File: config.mk
export PLATFORM = sky130hd
export DESIGN_NAME = sysctl_port
export DESIGN_NICKNAME = d
export VERILOG_FILES = /design/src/rtl/sysctl_pkg.sv /design/src/rtl/sysctl_sync.sv /design/src/rtl/sysctl_ctl_reg.sv /design/src/rtl/sysctl_spk.sv /design/src/rtl/sysctl_port.sv
export SDC_FILE = /design/constraint.sdc
export NUM_CORES = 1
export LEC_CHECK = 0
export BUFFER_PORTS_ARGS = -buffer_cell sky130_fd_sc_hd__buf_2
export CAP_MARGIN = 25
export CORE_AREA = 5 5 42 44
export DETAILED_ROUTE_END_ITERATION = 6
export DIE_AREA = 0 0 47 49
export REMOVE_ABC_BUFFERS = 1
export SYNTH_ARGS = -nofsm -noshare
export SYNTH_HDL_FRONTEND = slang
export SYNTH_HIERARCHICAL = 1
export SYNTH_SLANG_ARGS = --single-unit
File: constraint.sdc
create_clock -name clk_i -period 1.6 [get_ports clk_i]
set_input_delay 0.48 -clock clk_i [delete_from_list [all_inputs] [get_ports clk_i]]
set_output_delay 0.48 -clock clk_i [all_outputs]
set_load 0.02 [all_outputs]
File: src/rtl/sysctl_pkg.sv
package sysctl_pkg;
  localparam int unsigned BYTE_W = 8;
  localparam int unsigned CTL_W  = 4;
  localparam int unsigned STAT_W = BYTE_W - CTL_W;
  localparam int unsigned SYNC_STAGES = 2;

  // field order is the software-visible bit order (bit 3 .. bit 0)
  typedef struct packed {
    logic io_chk_en;
    logic par_chk_en;
    logic spk_en;
    logic tmr_gate;
  } ctl_t;

  // status vector order (bit 7 .. bit 4 of the read byte)
  localparam int unsigned ST_PAR  = 3;
  localparam int unsigned ST_IO   = 2;
  localparam int unsigned ST_TMR2 = 1;
  localparam int unsigned ST_TMR1 = 0;
endpackage

File: src/rtl/sysctl_sync.sv
module sysctl_sync #(
  parameter int unsigned W      = 4,
  parameter int unsigned STAGES = 2
) (
  input  logic         clk_i,
  input  logic         rst_ni,
  input  logic [W-1:0] d_i,
  output logic [W-1:0] q_o
);
  logic [STAGES-1:0][W-1:0] stg_q;
  logic                     armed_q;

  always_ff @(posedge clk_i or negedge rst_ni) begin
    if (!rst_ni) begin
      stg_q <= '0;
    end else begin
      stg_q[0] <= d_i;
      for (int s = 1; s < STAGES; s++) stg_q[s] <= stg_q[s-1];
    end
  end

  always_ff @(posedge clk_i or negedge rst_ni) begin
    if (!rst_ni) armed_q <= 1'b0;
    else         armed_q <= 1'b1;
  end

  assign q_o = stg_q[STAGES-1];

  // each stage moves one edge: total latency equals STAGES
  p_first_stage_r6: assert property (@(posedge clk_i) disable iff (!rst_ni)
    armed_q |-> stg_q[0] == $past(d_i));

  for (genvar s = 1; s < STAGES; s++) begin : g_stage_chk
    p_chain_step_r6: assert property (@(posedge clk_i) disable iff (!rst_ni)
      armed_q |-> stg_q[s] == $past(stg_q[s-1]));
  end
endmodule

File: src/rtl/sysctl_ctl_reg.sv
module sysctl_ctl_reg
  import sysctl_pkg::*;
(
  input  logic             clk_i,
  input  logic             rst_ni,
  input  logic             wr_en_i,
  input  logic [CTL_W-1:0] wr_data_i,
  output ctl_t             ctl_o
);
  ctl_t ctl_q;

  always_ff @(posedge clk_i or negedge rst_ni) begin
    if (!rst_ni)      ctl_q <= '0;
    else if (wr_en_i) ctl_q <= ctl_t'(wr_data_i);
  end

  assign ctl_o = ctl_q;

  p_store_r2: assert property (@(posedge clk_i) disable iff (!rst_ni)
    wr_en_i |=> ctl_o == $past(wr_data_i));

  p_hold_r9: assert property (@(posedge clk_i) disable iff (!rst_ni)
    !wr_en_i |=> $stable(ctl_o));
endmodule

File: src/rtl/sysctl_spk.sv
module sysctl_spk (
  input  logic rst_ni,
  input  logic gate_bit_i,
  input  logic en_bit_i,
  input  logic tmr2_out_i,
  output logic spk_gate_o,
  output logic spk_o
);
  assign spk_gate_o = gate_bit_i;
  assign spk_o      = tmr2_out_i & en_bit_i;

  always_comb begin
    if (rst_ni === 1'b1) begin
      a_spk_needs_tmr_r5: assert (!(spk_o === 1'b1) || tmr2_out_i === 1'b1);
    end
  end
endmodule

File: src/rtl/sysctl_port.sv
module sysctl_port
  import sysctl_pkg::*;
(
  input  logic              clk_i,
  input  logic              rst_ni,
  input  logic              wr_en_i,
  input  logic [BYTE_W-1:0] wr_data_i,
  output logic [BYTE_W-1:0] rd_data_o,
  input  logic              tmr1_out_i,
  input  logic              tmr2_out_i,
  input  logic              par_err_i,
  input  logic              io_err_i,
  output logic              spk_gate_o,
  output logic              spk_o
);
  ctl_t              ctl;
  logic [STAT_W-1:0] stat_raw;
  logic [STAT_W-1:0] stat_s;
  logic [STAT_W-1:0] stat_rd;
  logic              unused_wr_hi;

  // upper write bits are read-only positions
  assign unused_wr_hi = ^wr_data_i[BYTE_W-1:CTL_W];

  sysctl_ctl_reg u_ctl (
    .clk_i     (clk_i),
    .rst_ni    (rst_ni),
    .wr_en_i   (wr_en_i),
    .wr_data_i (wr_data_i[CTL_W-1:0]),
    .ctl_o     (ctl)
  );

  always_comb begin
    stat_raw          = '0;
    stat_raw[ST_PAR]  = par_err_i;
    stat_raw[ST_IO]   = io_err_i;
    stat_raw[ST_TMR2] = tmr2_out_i;
    stat_raw[ST_TMR1] = tmr1_out_i;
  end

  sysctl_sync #(.W(STAT_W), .STAGES(SYNC_STAGES)) u_sync (
    .clk_i  (clk_i),
    .rst_ni (rst_ni),
    .d_i    (stat_raw),
    .q_o    (stat_s)
  );

  always_comb begin
    stat_rd          = stat_s;
    stat_rd[ST_PAR]  = stat_s[ST_PAR] & ctl.par_chk_en;
    stat_rd[ST_IO]   = stat_s[ST_IO]  & ctl.io_chk_en;
  end

  assign rd_data_o = {stat_rd, ctl};

  sysctl_spk u_spk (
    .rst_ni     (rst_ni),
    .gate_bit_i (ctl.tmr_gate),
    .en_bit_i   (ctl.spk_en),
    .tmr2_out_i (tmr2_out_i),
    .spk_gate_o (spk_gate_o),
    .spk_o      (spk_o)
  );

  p_gate_tracks_r4: assert property (@(posedge clk_i) disable iff (!rst_ni)
    spk_gate_o == rd_data_o[0]);

  p_par_masked_r7: assert property (@(posedge clk_i) disable iff (!rst_ni)
    !rd_data_o[2] |-> !rd_data_o[7]);

  p_io_masked_r7: assert property (@(posedge clk_i) disable iff (!rst_ni)
    !rd_data_o[3] |-> !rd_data_o[6]);

  p_silenced_r8: assert property (@(posedge clk_i) disable iff (!rst_ni)
    (wr_en_i && wr_data_i[1:0] == 2'b00) |=> (!spk_gate_o && !spk_o));
endmodule

==> results of run 1 <==
cells in the final DEF (no fill, tap or decap):
cell type and instances:
sky130_fd_sc_hd__dfrtp_1 12, sky130_fd_sc_hd__buf_2 20, sky130_fd_sc_hd__and2_1 3, sky130_fd_sc_hd__mux2_2 4
sky130_fd_sc_hd__clkbuf_4 3, sky130_fd_sc_hd__clkbuf_8 1
cell usage after synthesis:
library cell	instances	area [sq um]
sky130_fd_sc_hd__dfrtp_1	12	300.3
sky130_fd_sc_hd__buf_4	5	37.54
sky130_fd_sc_hd__mux2_2	4	45.04
sky130_fd_sc_hd__and2_1	3	18.77
routing by layer:
metal  part of all wire  vias up
li1                   -      112
met1               0.30      108
met2               0.55       13
met3               0.15        0
met4                  0        0
met5                  0        -
through the flow:
stage | instance area, sq um | util | cells | hold WS (ns) | setup slack, ns
after global routing | 520.5 | 0.3714 | 59 | 0.07247 | 0.1229
after floorplan | 364.1 | - | 19 | 0.1844 | 0.4179
final | 520.5 | 0.3714 | 59 | 0.06997 | 0.1846
after CTS | 520.5 | 0.3714 | 59 | 0.06763 | 0.1655
after detailed placement | 484.2 | 0.3455 | 55 | 0.3347 | 0.2500
after global placement | 484.2 | 0.3455 | 55 | 0.3338 | 0.2539
cell families after synthesis:
group / count (synthesis) / synth area share
flops: 12 / 0.7477
mux: 4 / 0.1121
buf+inv: 5 / 0.09347
simple gates: 3 / 0.04673
final timing paths:
kind | start | endpoint | slack (ns) | depth (start not counted)
max | u_ctl/ctl_o[2]$_DFFE_PN0P_ | rd_data_o[7] | 0.18 | 2
min | rst_ni | u_sync/stg_q[1]$_DFF_PN0_ | 0.07 | 1
max reg2reg | u_ctl/ctl_o[3]$_DFFE_PN0P_ | u_ctl/ctl_o[3]$_DFFE_PN0P_ | 0.84 | 1
min reg2reg | u_sync/stg_q[3]$_DFF_PN0_ | u_sync/q_o[3]$_DFF_PN0_ | 0.35 | 0
max in group asynchronous | rst_ni | u_ctl/ctl_o[1]$_DFFE_PN0P_ | 1.33 | 1
min in group clk_i | io_err_i | u_sync/stg_q[2]$_DFF_PN0_ | 0.32 | 1
cell type report:
class | count | area [sq um]
Sequential cell | 12 | 300.3
Multi-Input combinational cell | 7 | 63.81
Clock buffer | 4 | 36.28
Tap cell | 16 | 20.02
Timing Repair Buffer | 20 | 100.1
Fill cell | 148 | 880.8
report_power, final:
group	total (uW)	switching [uW]	internal (uW)	leakage, uW
sequential	331	7.85	323	0.000140
clock	230	91.6	138	0.0000210
combinational	82.0	47.8	34.2	0.000105
flip-flops by register name, indices dropped and copies added, names as in the netlist:
| register | cells |
|---|---|
| u_ctl/ctl_o | 4 |
| u_sync/q_o | 4 |
| u_sync/stg_q | 4 |
==> results by stage, run 1 <==
Outcome:
- The flow ran to the end, and the final reports show no timing, DRC or antenna violations.

Detailed routing:
- Detailed routing inserted a total of 233 vias.
- The routed wire length is 617 um.
- Dividing the detail-routed wire length by the instance count gives 10.46 um.
- After detailed routing, the number of vias per cell comes to 3.949.
- After detailed routing, the number of remaining DRC violations is 0.
- The post-detailed-route count of antenna-violating nets is 0.
- For this run, the detailed router's first-pass iteration total came to 1.
- The number of DRC markers after the initial detailed-route iteration is 0.

Worst hold path:
- The tightest min-delay check is of the primary input to asynchronous set/reset pin type.

Setup path:
- The buffer and inverter count on the worst path is 1.
- The critical-path maximum fanout is 3.
- For this design, the slowest cell found on the critical path is sky130_fd_sc_hd__dfrtp_1.
- The signal arrival time at the worst endpoint is 0.94 ns.
- STA classifies the critical path startpoint as a flop.
- In this design, the stage delay of the slowest critical-path cell is 0.39 ns.
- The critical path is of the flop to primary output type.
- STA classifies the critical path endpoint as a primary output.
- Walking the worst path, the cells encountered are and2_1 > buf_2.
- The cell family contributing the most delay on the critical path is flip-flops.
- The critical path required time is 1.12 ns.

Cells and area:
- The relative area change from synthesis to final layout is 29.60%.
- The fraction of final layout cells with drive strength greater than 1 is 0.6512.
- The repair_antennas step left the layout with diodes totalling 0.
- At the end of the flow, the number of nets in the layout was 59.

GRT:
- The global-route usage over all layers is 0.06815.
- The global routing met3 resource utilization is 0.06642.
- The via count of the first global-routing pass is 220.
- The met2 routing resource usage after global routing is 0.1018.
- The initial antenna violation count is 0.
- The global routing's busiest layer is met2.
- The total grt overflow is 0.
- The first global-routing pass estimated 1041 um of wire.
- Entering global routing, the biggest net connects 13 pins.
- The met1 track demand over resource is 0.06760.

Clock tree:
- After clock tree synthesis, the repair step resized 0 gates.
- The number of buffers inserted by post-CTS setup repair is 0.
- The maximum buffer depth of the clock tree is 2.
- The total number of clock tree sinks is 12.
- CTS built an H-tree with a depth of 1.
- Clock tree synthesis selected as its root buffer the cell sky130_fd_sc_hd__clkbuf_4.
- The insertion delay to the later sink of the worst-skew pair is 0.27 ns.
- The total clock buffers created by CTS is 3.
- After clock tree synthesis, the flow added hold-fix buffers numbering 0.
- The clock transition at the registers of the reported paths is 0.07 ns.
- TritonCTS built the clock tree.

Floorplanning:
- The vertical extent of the die is 49 um.
- The overall die width is 47 um.
- The initial cell density of the core is 0.2866.
- The die covers 0.002303 sq mm.
- The total number of placement rows is 14.
- The core region area is 0.001401 sq mm.
- During I/O placement, the number of pins put on the boundary was 25.

Yosys:
- The synthesized design contains 12 register bits.
- For this run, the register share of the synthesized area comes to 0.7477.
- The per-instance average area after synthesis is 16.73 sq um.
- The cell count after synthesis came out at 24.
- The unique cell type count in the Yosys netlist is 4.
- For this run, the number of Yosys warnings is 6.
- The cell area after synthesis is 401.6 sq um.

Pwr:
- IR analysis of the VDD net gives a maximum drop of 650.4 uV.
- The design draws 643.1 uW.
- Power spread over the standard cell area amounts to 1235 mW/mm^2.
- The standby leakage power is 0.0002661 uW.

Flow run:
- Across the run, the number of max-cap violations was 0.

Placement:
- The congestion estimate from routability-driven global placement came to 0.6809.
- Port buffering added 20 buffers.

STA:
- The number of hold-slack violations in the final timing report came to 0.
- For the final routed database, the setup TNS stands at 0 ns.
- The worst clock skew on the final layout is 0.001305 ns.
- Setup violations remaining at the end of the flow were counted as 0.
- The number of max-slew violations in the final report was 0.
- In the finished design, the share of the clock period the worst path needs comes to 0.8846.
- Setup repair after global routing left no endpoint under its margin.
- The pin slew with the least headroom to its limit is 0.2534 ns.
- The clock period minus final worst setup slack is 1.415 ns.
- The fmax is 706.5 MHz.
- Measured against its own limit, the worst slew margin works out to 0.8310.
No activity file was read; power rests on OpenSTA's default activity.
==> inputs of run 2 (changes only) <==
- PLACE_DENSITY: default -> 0.72
==> run 2 against run 1 <==
Effect of this change: routed wire length decreased by 3.4%; clock power decreased by 3%; worst setup slack improved by 0.0026 ns; register-to-register slack about the same; highest routed layer unchanged.
==> results by stage, run 2 (synthesized netlist as in run 1, its figures left out) <==
STA:
- The number of hold-slack violations in the final timing report is 0 (unchanged).
- The normalized max-slew margin was 0.8288 (was 0.8310).
- The final-layout setup total negative slack is 0 ns (unchanged).
- The fmax is 707.8 MHz (was 706.5 MHz).
- RSZ-0062 raised after global routing: no (unchanged).
- The pin slew with the least headroom to its limit is 0.2568 ns (was 0.2534 ns).
- The worst clock skew on the final layout was 0.001378 ns (was 0.001305 ns).
- The clock period minus final worst setup slack came to 1.413 ns (was 1.415 ns).
- The number of endpoints failing setup at the final stage is 0 (unchanged).
- The part of the cycle the worst path needs is 0.8830 (was 0.8846).
- The number of max-slew violations in the final report is 0 (unchanged).

Pwr:
- The total power per unit cell area is 1224 mW/mm^2 (was 1235 mW/mm^2).
- The maximum ir drop on the vdd rail is 495.3 uV (was 650.4 uV).
- The standby leakage power was 0.0002661 uW (unchanged).

Setup path:
- The endpoint type of the worst setup path is a primary output (unchanged).
- The startpoint-to-endpoint class of the critical path is flop to primary output (unchanged).
- The nature of the critical path startpoint is a flop (unchanged).
- The critical-path maximum fanout came to 3 (unchanged).
- The signal arrival time at the worst endpoint is 0.93 ns (was 0.94 ns).
- The setup slack of the most critical reg-to-reg path came to 0.84 ns (about the same).
- The critical path required time is 1.12 ns (about the same).

Floorplanning:
- The full die area is 0.002303 sq mm (unchanged).
- The vertical extent of the die is 49 um (unchanged).
- The I/O pin count is 25 (unchanged).
- The initial cell density of the core is 0.2866 (unchanged).
- The overall die width is 47 um (unchanged).
- The core region area is 0.001401 sq mm (unchanged).
- The total number of placement rows came to 14 (unchanged).

Clock tree:
- The number of hold-repair buffers added at the cts stage is 0 (unchanged).
- The total clock buffers created by CTS is 3 (unchanged).
- The TritonCTS clock tree is done (unchanged).
- The insertion delay to the later sink of the worst-skew pair is 0.26 ns (was 0.27 ns).
- The total number of clock tree sinks came to 12 (unchanged).
- The root buffer cell is sky130_fd_sc_hd__clkbuf_4 (unchanged).
- The number of H-tree levels is 1 (unchanged).
- The clock transition at the registers of the reported paths came to 0.07 ns (about the same).
- The maximum buffer depth of the clock tree is 2 (unchanged).
- The number of gates resized after cts is 0 (unchanged).
- The number of buffers inserted by post-CTS setup repair is 0 (unchanged).

Cells and area:
- The final layout net count is 59 (unchanged).
- The final design instance area without fill came to 520.5 sq um (unchanged).
- The count of filler cells inserted in the layout is 146 (was 148).
- The relative area change from synthesis to final layout is 29.60% (unchanged).
- The leading cell type in the layout, fill and taps excluded is sky130_fd_sc_hd__buf_2 (unchanged).
- The final cell utilization of the core is 0.3714 (unchanged).
- The fraction of final layout cells with drive strength greater than 1 came to 0.6512 (unchanged).
- Highest-count cells in the layout ignoring fill and taps: 20 x sky130_fd_sc_hd__buf_2, 12 x sky130_fd_sc_hd__dfrtp_1, 4 x sky130_fd_sc_hd__mux2_2, 3 x sky130_fd_sc_hd__and2_1, 3 x sky130_fd_sc_hd__clkbuf_4 (unchanged).
- The final antenna diode count is 0 (unchanged).

Detailed routing:
- The DRC violation count after routing was 0 (unchanged).
- The number of vias per cell is 3.915 (was 3.949).
- The detailed-route via count was 231 (was 233).
- The post-detailed-route count of antenna-violating nets was 0 (unchanged).
- The average routed wire per standard cell is 10.10 um (was 10.46 um).
- The number of iterations in the first detailed-routing pass came to 2 (was 1).
- The number of DRC markers after the initial detailed-route iteration is 2 (was 0).
- The routed wire length is 596 um (was 617 um).

GRT:
- The largest net degree at the start of global routing was 13 (unchanged).
- The via count of the first global-routing pass was 220 (unchanged).
- The initial antenna violation count is 0 (unchanged).
- The first-pass GRT wire length is 952 um (was 1041 um).
- The global-route usage over all layers is 0.05874 (was 0.06815).
- The total grt overflow is 0 (unchanged).

Placement:
- The instance area at placement came to 484.2 sq um (unchanged).
- The quantity of I/O buffers inserted on ports is 20 (unchanged).
- The weighted congestion reported at the end of routability-driven placement is 0.6344 (was 0.6809).

Flow run:
- The number of max-cap violations was 0 (unchanged).

Outcome:
- Result of the run: finished, final reports clean (unchanged).

Worst hold path:
- The class of the tightest hold or removal check was primary input to asynchronous set/reset pin (unchanged).
==> run 2: cell counts in the layout (fill, tap and decap cells not counted) <==
Identical to the previous run, type by type.
==> run 2: worst paths after layout <==
check	start	to	cells past startpoint
max	u_ctl/ctl_o[1]$_DFFE_PN0P_	spk_o	2
min	rst_ni	u_sync/stg_q[0]$_DFF_PN0_	1
max reg2reg	u_ctl/ctl_o[1]$_DFFE_PN0P_	u_ctl/ctl_o[1]$_DFFE_PN0P_	1
min reg2reg	u_sync/stg_q[3]$_DFF_PN0_	u_sync/q_o[3]$_DFF_PN0_	0
max in group asynchronous	rst_ni	u_ctl/ctl_o[3]$_DFFE_PN0P_	1
min in group clk_i	io_err_i	u_sync/stg_q[2]$_DFF_PN0_	1
==> run 2: report_power, final <==
part           total, uW  switching, uW  internal (uW)
registers            331           7.79            323
logic               82.0           47.8           34.2
clock network        224           86.0            138
==> run 2: through the flow <==
stage	instances	hold WS (ns)	worst slack, ns	total power, uW
after global placement	55	0.3330	0.2481	419.9
after floorplan	19	0.1844	0.4179	379.3
after CTS	59	0.07653	0.1675	650.5
after global routing	59	0.08172	0.1207	674.1
final	59	0.07909	0.1872	637.2
after detailed placement	55	0.3347	0.2408	421.6
==> run 2: cell type report <==
cell class / instances / area (sq um) / share of cell area
sequential: 12 / 300.3 / 0.5769
timing repair buffer: 20 / 100.1 / 0.1923
multi-input combinational: 7 / 63.81 / 0.1226
clock buffer: 4 / 36.28 / 0.06971
tap: 16 / 20.02 / 0.03846
==> run 2: critical path, stage by stage (launching register included) <==
cell	delay, ns
sky130_fd_sc_hd__dfrtp_1	0.39
sky130_fd_sc_hd__and2_1	0.14
sky130_fd_sc_hd__buf_2	0.15
==> run 2: layer usage <==
metal	wire length, um	vias to the layer above	part of all wire	global-route usage
li1	-	111	-	-
met1	245	104	0.41	0.07425
met2	250	16	0.42	0.07240
met3	99	0	0.17	0.04428
met4	0	0	0	0.02765
met5	0	-	0	0
